===== src/rtl/iqr_pkg.sv =====
`timescale 1ns/1ps
package iqr_pkg;

    localparam int LREG_W = 5;
    localparam int PREG_W = 7;
    localparam int AGE_W  = 6;

    typedef logic [LREG_W-1:0] lreg_t;
    typedef logic [PREG_W-1:0] preg_t;
    typedef logic [AGE_W-1:0]  age_t;

    typedef struct packed {
        lreg_t src_a;
        lreg_t src_b;
        lreg_t dst;
    } lregs_t;

    typedef struct packed {
        preg_t src_a;
        preg_t src_b;
        preg_t dst;
    } pregs_t;

    typedef struct packed {
        logic   valid;
        logic   held;
        logic   issued;
        lregs_t lr;
        pregs_t pr;
        age_t   age;
    } slot_t;

    typedef enum logic [1:0] {
        REC_NONE    = 2'd0,
        REC_REVOKE  = 2'd1,
        REC_MISPRED = 2'd2
    } rec_t;

    // Order by distance from the oldest in-flight age so the tag may wrap.
    function automatic logic is_younger(age_t a, age_t br, age_t head);
        age_t dist_a;
        age_t dist_b;
        dist_a = a - head;
        dist_b = br - head;
        return dist_a > dist_b;
    endfunction

endpackage


===== src/rtl/iqr_free_pick.sv =====
`timescale 1ns/1ps
module iqr_free_pick #(
    parameter  int N_ENT = 16,
    localparam int IDX_W = $clog2(N_ENT)
) (
    input  logic [N_ENT-1:0] valid_vec,
    output logic [IDX_W-1:0] free_idx,
    output logic             full
);
    always_comb begin
        free_idx = '0;
        for (int i = N_ENT - 1; i >= 0; i--) begin
            if (!valid_vec[i]) begin
                free_idx = IDX_W'(i);
            end
        end
    end

    assign full = &valid_vec;
endmodule


===== src/rtl/iqr_slot.sv =====
`timescale 1ns/1ps
module iqr_slot
    import iqr_pkg::*;
(
    input  logic   clk,
    input  logic   rst,
    input  rec_t   rec,
    input  age_t   br_age,
    input  age_t   head_age,
    input  logic   ld_en,
    input  logic   ld_held,
    input  lregs_t ld_lr,
    input  pregs_t ld_pr,
    input  age_t   ld_age,
    input  logic   iss_en,
    input  logic   ren_en,
    input  pregs_t ren_pr,
    output slot_t  q
);
    logic drop_on_rec;

    always_comb begin
        drop_on_rec = q.valid && ((q.held && q.issued) ||
                      ((rec == REC_MISPRED) && is_younger(q.age, br_age, head_age)));
    end

    always_ff @(posedge clk) begin
        if (rst) begin
            q <= '0;
        end else if (rec != REC_NONE) begin
            if (drop_on_rec) begin
                q.valid  <= 1'b0;
                q.issued <= 1'b0;
            end
            q.held <= 1'b0;
        end else if (ld_en) begin
            q <= '{valid: 1'b1, held: ld_held, issued: 1'b0,
                   lr: ld_lr, pr: ld_pr, age: ld_age};
        end else if (q.valid && iss_en) begin
            if (q.held) begin
                q.issued <= 1'b1;
            end else begin
                q.valid  <= 1'b0;
                q.issued <= 1'b0;
            end
        end else if (q.valid && ren_en) begin
            q.pr     <= ren_pr;
            q.issued <= 1'b0;
        end
    end
endmodule


===== src/rtl/iqr_read_mux.sv =====
`timescale 1ns/1ps
module iqr_read_mux
    import iqr_pkg::*;
#(
    parameter  int N_ENT = 16,
    localparam int IDX_W = $clog2(N_ENT)
) (
    input  slot_t            slots [N_ENT],
    input  logic [IDX_W-1:0] idx,
    output lregs_t           lr,
    output pregs_t           pr,
    output age_t             age
);
    always_comb begin
        lr  = '0;
        pr  = '0;
        age = '0;
        for (int i = 0; i < N_ENT; i++) begin
            if (idx == IDX_W'(i)) begin
                lr  = slots[i].lr;
                pr  = slots[i].pr;
                age = slots[i].age;
            end
        end
    end
endmodule


===== src/rtl/iqr_array.sv =====
`timescale 1ns/1ps
module iqr_array
    import iqr_pkg::*;
#(
    parameter  int N_ENT = 16,
    localparam int IDX_W = $clog2(N_ENT)
) (
    input  logic              clk,
    input  logic              rst,
    input  logic              ins_valid,
    input  logic              ins_held,
    input  logic [LREG_W-1:0] ins_lsrc_a,
    input  logic [LREG_W-1:0] ins_lsrc_b,
    input  logic [LREG_W-1:0] ins_ldst,
    input  logic [PREG_W-1:0] ins_psrc_a,
    input  logic [PREG_W-1:0] ins_psrc_b,
    input  logic [PREG_W-1:0] ins_pdst,
    input  logic [AGE_W-1:0]  ins_age,
    output logic [IDX_W-1:0]  free_idx,
    output logic              full,
    input  logic              iss_valid,
    input  logic [IDX_W-1:0]  iss_idx,
    input  logic              ren_valid,
    input  logic [IDX_W-1:0]  ren_idx,
    input  logic [PREG_W-1:0] ren_psrc_a,
    input  logic [PREG_W-1:0] ren_psrc_b,
    input  logic [PREG_W-1:0] ren_pdst,
    input  logic              rcv_revoke,
    input  logic              rcv_mispred,
    input  logic [AGE_W-1:0]  br_age,
    input  logic [AGE_W-1:0]  head_age,
    output logic [N_ENT-1:0]  valid_vec,
    output logic [N_ENT-1:0]  held_vec,
    output logic [N_ENT-1:0]  issued_vec,
    input  logic [IDX_W-1:0]  rd_idx,
    output logic [LREG_W-1:0] rd_lsrc_a,
    output logic [LREG_W-1:0] rd_lsrc_b,
    output logic [LREG_W-1:0] rd_ldst,
    output logic [PREG_W-1:0] rd_psrc_a,
    output logic [PREG_W-1:0] rd_psrc_b,
    output logic [PREG_W-1:0] rd_pdst,
    output logic [AGE_W-1:0]  rd_age
);
    rec_t   rec;
    lregs_t ins_lr;
    pregs_t ins_pr;
    pregs_t ren_pr;
    slot_t  slots [N_ENT];
    lregs_t rd_lr;
    pregs_t rd_pr;
    logic   ins_ok;

    always_comb begin
        if (rcv_mispred)     rec = REC_MISPRED;
        else if (rcv_revoke) rec = REC_REVOKE;
        else                 rec = REC_NONE;
    end

    assign ins_lr = '{src_a: ins_lsrc_a, src_b: ins_lsrc_b, dst: ins_ldst};
    assign ins_pr = '{src_a: ins_psrc_a, src_b: ins_psrc_b, dst: ins_pdst};
    assign ren_pr = '{src_a: ren_psrc_a, src_b: ren_psrc_b, dst: ren_pdst};
    assign ins_ok = ins_valid && !full;

    iqr_free_pick #(.N_ENT(N_ENT)) u_pick (
        .valid_vec (valid_vec),
        .free_idx  (free_idx),
        .full      (full)
    );

    for (genvar g = 0; g < N_ENT; g++) begin : g_slot
        logic hit_iss;
        assign hit_iss = iss_valid && (iss_idx == IDX_W'(g));

        iqr_slot u_slot (
            .clk      (clk),
            .rst      (rst),
            .rec      (rec),
            .br_age   (br_age),
            .head_age (head_age),
            .ld_en    (ins_ok && (free_idx == IDX_W'(g))),
            .ld_held  (ins_held),
            .ld_lr    (ins_lr),
            .ld_pr    (ins_pr),
            .ld_age   (ins_age),
            .iss_en   (hit_iss),
            .ren_en   (ren_valid && (ren_idx == IDX_W'(g)) && !hit_iss),
            .ren_pr   (ren_pr),
            .q        (slots[g])
        );

        assign valid_vec[g]  = slots[g].valid;
        assign held_vec[g]   = slots[g].held;
        assign issued_vec[g] = slots[g].issued;
    end

    iqr_read_mux #(.N_ENT(N_ENT)) u_rd (
        .slots (slots),
        .idx   (rd_idx),
        .lr    (rd_lr),
        .pr    (rd_pr),
        .age   (rd_age)
    );

    assign rd_lsrc_a = rd_lr.src_a;
    assign rd_lsrc_b = rd_lr.src_b;
    assign rd_ldst   = rd_lr.dst;
    assign rd_psrc_a = rd_pr.src_a;
    assign rd_psrc_b = rd_pr.src_b;
    assign rd_pdst   = rd_pr.dst;
endmodule


===== config.mk =====
export PLATFORM = sky130hd
export DESIGN_NAME = iqr_array
export DESIGN_NICKNAME = d
export VERILOG_FILES = /design/src/rtl/iqr_pkg.sv /design/src/rtl/iqr_free_pick.sv /design/src/rtl/iqr_slot.sv /design/src/rtl/iqr_read_mux.sv /design/src/rtl/iqr_array.sv
export SDC_FILE = /design/constraint.sdc
export NUM_CORES = 2
export LEC_CHECK = 0
export BUFFER_PORTS_ARGS = -buffer_cell sky130_fd_sc_hd__buf_2
export CORE_MARGIN = 10
export CORE_UTILIZATION = 45
export DETAILED_ROUTE_END_ITERATION = 12
export GPL_ROUTABILITY_DRIVEN = 0
export PLACE_DENSITY = 0.61
export RECOVER_POWER = 50
export SYNTH_ARGS = -nofsm -noshare
export SYNTH_HDL_FRONTEND = slang
export SYNTH_HIERARCHICAL = 1
export SYNTH_SLANG_ARGS = --single-unit

===== constraint.sdc =====
create_clock -name clk -period 4.9 [get_ports clk]
set_input_delay 0.98 -clock clk [delete_from_list [all_inputs] [get_ports clk]]
set_output_delay 0.98 -clock clk [all_outputs]
set_load 0.05 [all_outputs]

==> summary.txt <==
Global route
  – Via count of the first global-routing pass: between 40000 and 50000
  – Wire length of the first global-routing pass: roughly 280000 um
  – Remaining Overflow, GRT: 0
  – Total track usage: 29.5%
  – Pin count of the biggest net entering global routing: 120
  – Number of antenna violations at the first check in global routing: 11

Setup path
  – FF-to-FF path depth: 11
  – Launch instance of the worst register-to-register path: g_slot[4].u_slot/q[44]
  – Buf/Inv on CP: 1
  – CP Data Required Time: 5450 ps
  – Worst stage delay on the critical path: 930 ps
  – Type of the worst setup path: reg -> reg
  – Max stage delay cell, worst path: or3b_1
  – Worst reg-to-reg setup slack: around 110 ps
  – Setup crit start kind: flop
  – Crit path depth: 11
  – Worst-path cell chain: nand3_1 -> a21oi_1 -> o21ai_0 -> o21ai_0 -> nand4b_1 -> clkbuf_1 -> nor2_1 -> or3b_1 -> nand3b_2 -> o32a_1 -> o31ai_1
  – Timing startpoint of the critical path: g_slot[4].u_slot/q[44]
  – FF-to-FF End: g_slot[11].u_slot/q[42]
  – Critical path endpoint category: flop
  – Capturing instance or port of the critical path: g_slot[11].u_slot/q[42]
  – Maximum fanout count along the critical path: 22
  – Crit path DAT: 5350 ps
  – Cell type group with the largest total delay on the critical path: simple AND/OR/NAND/NOR gates
  – Most numerous cell on the critical path: o21ai_0

Clock tree
  – TritonCTS buffer count: a little over 80
  – Number of cells upsized or downsized after cts: 0
  – Maximum count of clock buffers along a single path: 3
  – Number of setup buffers added after CTS: 0
  – Clock latency on the worst-skew pair: 670 ps
  – Clock slew seen by the registers of the worst setup and hold paths: 70 ps
  – Sinks on the clock net: 720
  – Hold buffer count at CTS: 0
  – TritonCTS clock tree: done
  – Maximum level of the CTS H-tree: 3
  – CTS root buffer: clkbuf_16

Drt
  – Final wirelength: 188000 um
  – Post-route ant nets: 0
  – Average wire per cell in the routed design: 26.5 um
  – Vias per std cell: 6.25
  – Vias: 44300
  – DRC marker count from the first detailed-route iteration: 5218
  – Detailed-routing iteration count for the pre-antenna-repair pass: 6
  – Residual DRC: 0

Final layout
  – Final std cells w/o fill: 7096
  – Largest Register: g_slot.u_slot/q
  – Registers with the most flip-flops: g_slot.u_slot/q: 720 flops
  – Post-synthesis to final-layout area growth: 8.58%
  – Flip-flop count of the largest register after layout: around 700
  – Number of nets in the final layout: 6002
  – Fraction of final layout cells with drive strength greater than 1: 17.1%
  – Utilization of the core after routing: about 49%

Synthesis
  – Part of the Yosys area used for sequential elements: slightly below 30%
  – Yosys warns: 6
  – #FFs+latches synth: a little over 700
  – Area share of the leading cell type in the synthesized netlist: 29.5%
  – Mean post-synth cell area: 8.79 sq um
  – Leading area contributor after synthesis: dfxtp_1
  – Nets in the synthesized netlist: 5942
  – Post-synthesis cell type count: 85
  – Top_reg_cell synth: dfxtp_1
  – Count of flip-flops with a built-in enable after synthesis: 0
  – Share of synthesized registers carrying an async set or reset: 0%
  – Synthesized instance count: 5562
  – Post-synthesis cell area: 0.0489 sq mm
  – Top cells by area, synth: dfxtp_1, mux2i_1, a211oi_2

Timing
  – Final setup fails: 0
  – Slew at the pin with the worst max-slew slack: 1810 ps
  – Accumulated negative setup slack: 0 ps
  – Final Cycle Share: 97.8%
  – Worst slew margin relative to its limit: -20.6%
  – Layout Skew: approximately 33 ps
  – RSZ-0062 raised after global routing: no
  – Shortest period the worst path allows: 4790 ps
  – Final slew viol count: 22
  – Top achievable clock speed: 0.209 GHz
  – Final hold violations: 0

Status
  – Violations in the final reports: max-capacitance violations, max-slew violations
  – Result of the run: finished with violations

Floorplan
  – Initial Util: between 40% and 50%
  – Die Footprint: ~0.12 sq mm
  – Total number of placement rows: 120
  – # IOs: between 150 and 200
  – Height of the die: ~350 um
  – Die Width: 350 um
  – Area of the core: 0.108 sq mm

Worst hold path
  – Class of the tightest hold or removal check: reg -> reg

Pwr
  – Worst voltage drop across the vdd grid: approximately 0.00028 V
  – Standby leakage power: 18.5 nW
  – Power density over cell area: 277 mW/mm^2

Run
  – Count of maximum capacitance violations: 1

Placed design
  – HPWL reported at the end of detailed placement: around 130000 um
  – Placed cell count: just under 7000
  – Port Buffer Count: 189
[layout make-up]
| type | count | area (sq um) |
|---|---|---|
| clock inverter | 18 | 169 |
| antenna | 7 | 17.5 |
| clock buffer | 129 | 2460 |
| timing repair buffer | 365 | 2780 |
| fill | 10300 | 54400 |
| inverter | 198 | 743 |
| tap | 1403 | 1760 |
| sequential | 720 | 14400 |
| multi-input combinational | 4256 | 30800 |
[cells by family (layout without fill, tap and decap cells)]
| family | count (synthesis) | after routing | synth area share [%] |
|---|---|---|---|
| AO/OA/AOI/OAI | 1637 | 1637 | 25.7 |
| XOR/XNOR | 115 | 115 | 2.06 |
| AND/OR/NAND/NOR | 1702 | 1702 | 16.0 |
| buffers and inverters | 586 | 710 | 7.51 |
| flip-flops | 720 | 720 | 29.5 |
| adder cells (fa/ha/maj) | 285 | 285 | 7.78 |
| multiplexers | 517 | 517 | 11.4 |
| other | 0 | 7 | 0 |
[report_power, final]
group | switching, mW | internal [mW]
combinational | 1.73 | 0.892
clock | 2.65 | 3.51
sequential | 0.0326 | 5.89
[stage by stage]
step / area (sq um) / hold slack (ps) / power, mW / worst slack, ps
after floorplan: 48900 / 432 / 7.71 / 960
after global placement: 50800 / 438 / 8.58 / 460
after detailed placement: 50800 / 444 / 8.62 / 455
after CTS: 53500 / 452 / 14.7 / 439
after global routing: 53100 / 465 / 15.2 / 155
final: 53100 / 453 / 14.7 / 107
[cells in the final DEF (no fill, tap or decap), drive strengths merged, types with 40 or more instances in the layout]
cell    Yosys  final
a211oi    397    397
a21o       52     52
a21oi     575    575
and2       40     40
buf       291    297
clkbuf     97    197
dfxtp     720    720
ha        253    253
inv       198    201
mux2       57     57
mux2i     432    432
nand2     783    783
nor2      514    514
nor2b      90     90
nor3       57     57
o21a       81     81
o21ai     140    140
xor2       77     77
[worst min-delay path: stages (launching register included)]
cell and delay [ps]:
dfxtp_1 300, nand2_1 50, a21oi_1 50
[worst min path at each step]
stage	from	to	slack, ps	cells after the start
6_report	g_slot[2].u_slot/q[34]	g_slot[2].u_slot/q[34]	450	2
5_1_grt	g_slot[5].u_slot/q[28]	g_slot[5].u_slot/q[28]	470	2
4_1_cts	g_slot[5].u_slot/q[28]	g_slot[5].u_slot/q[28]	450	2
3_5_place_dp	g_slot[5].u_slot/q[28]	g_slot[5].u_slot/q[28]	440	2
3_3_place_gp	g_slot[4].u_slot/q[30]	g_slot[4].u_slot/q[30]	440	2
2_1_floorplan	g_slot[0].u_slot/q[40]	g_slot[0].u_slot/q[40]	430	2
[layer usage]
layer	GRT usage (%)	routed length (um)	up-vias
met5	0	38	-
met4	11.3	8180	6
met3	7.34	19600	407
met2	43.7	79200	2213
met1	40.8	81300	21500
li1	-	-	20200
[cells in the mapped netlist (all sizes together) (29+ instances only)]
master	number
inv	198
o21ai	140
nand2b	29
buf	291
a21oi	575
a22oi	37
nor2	514
a221oi	35
or3	30
a31oi	30
nand2	783
nor2b	90
a21o	52
mux2	57
nor3	57
dfxtp	720
clkbuf	97
o22ai	32
mux2i	432
o31ai	37
o21a	81
xnor2	38
xor2	77
fa	32
a211oi	397
ha	253
nand4	35
and2	40
No activity file was read; power rests on OpenSTA's default activity.
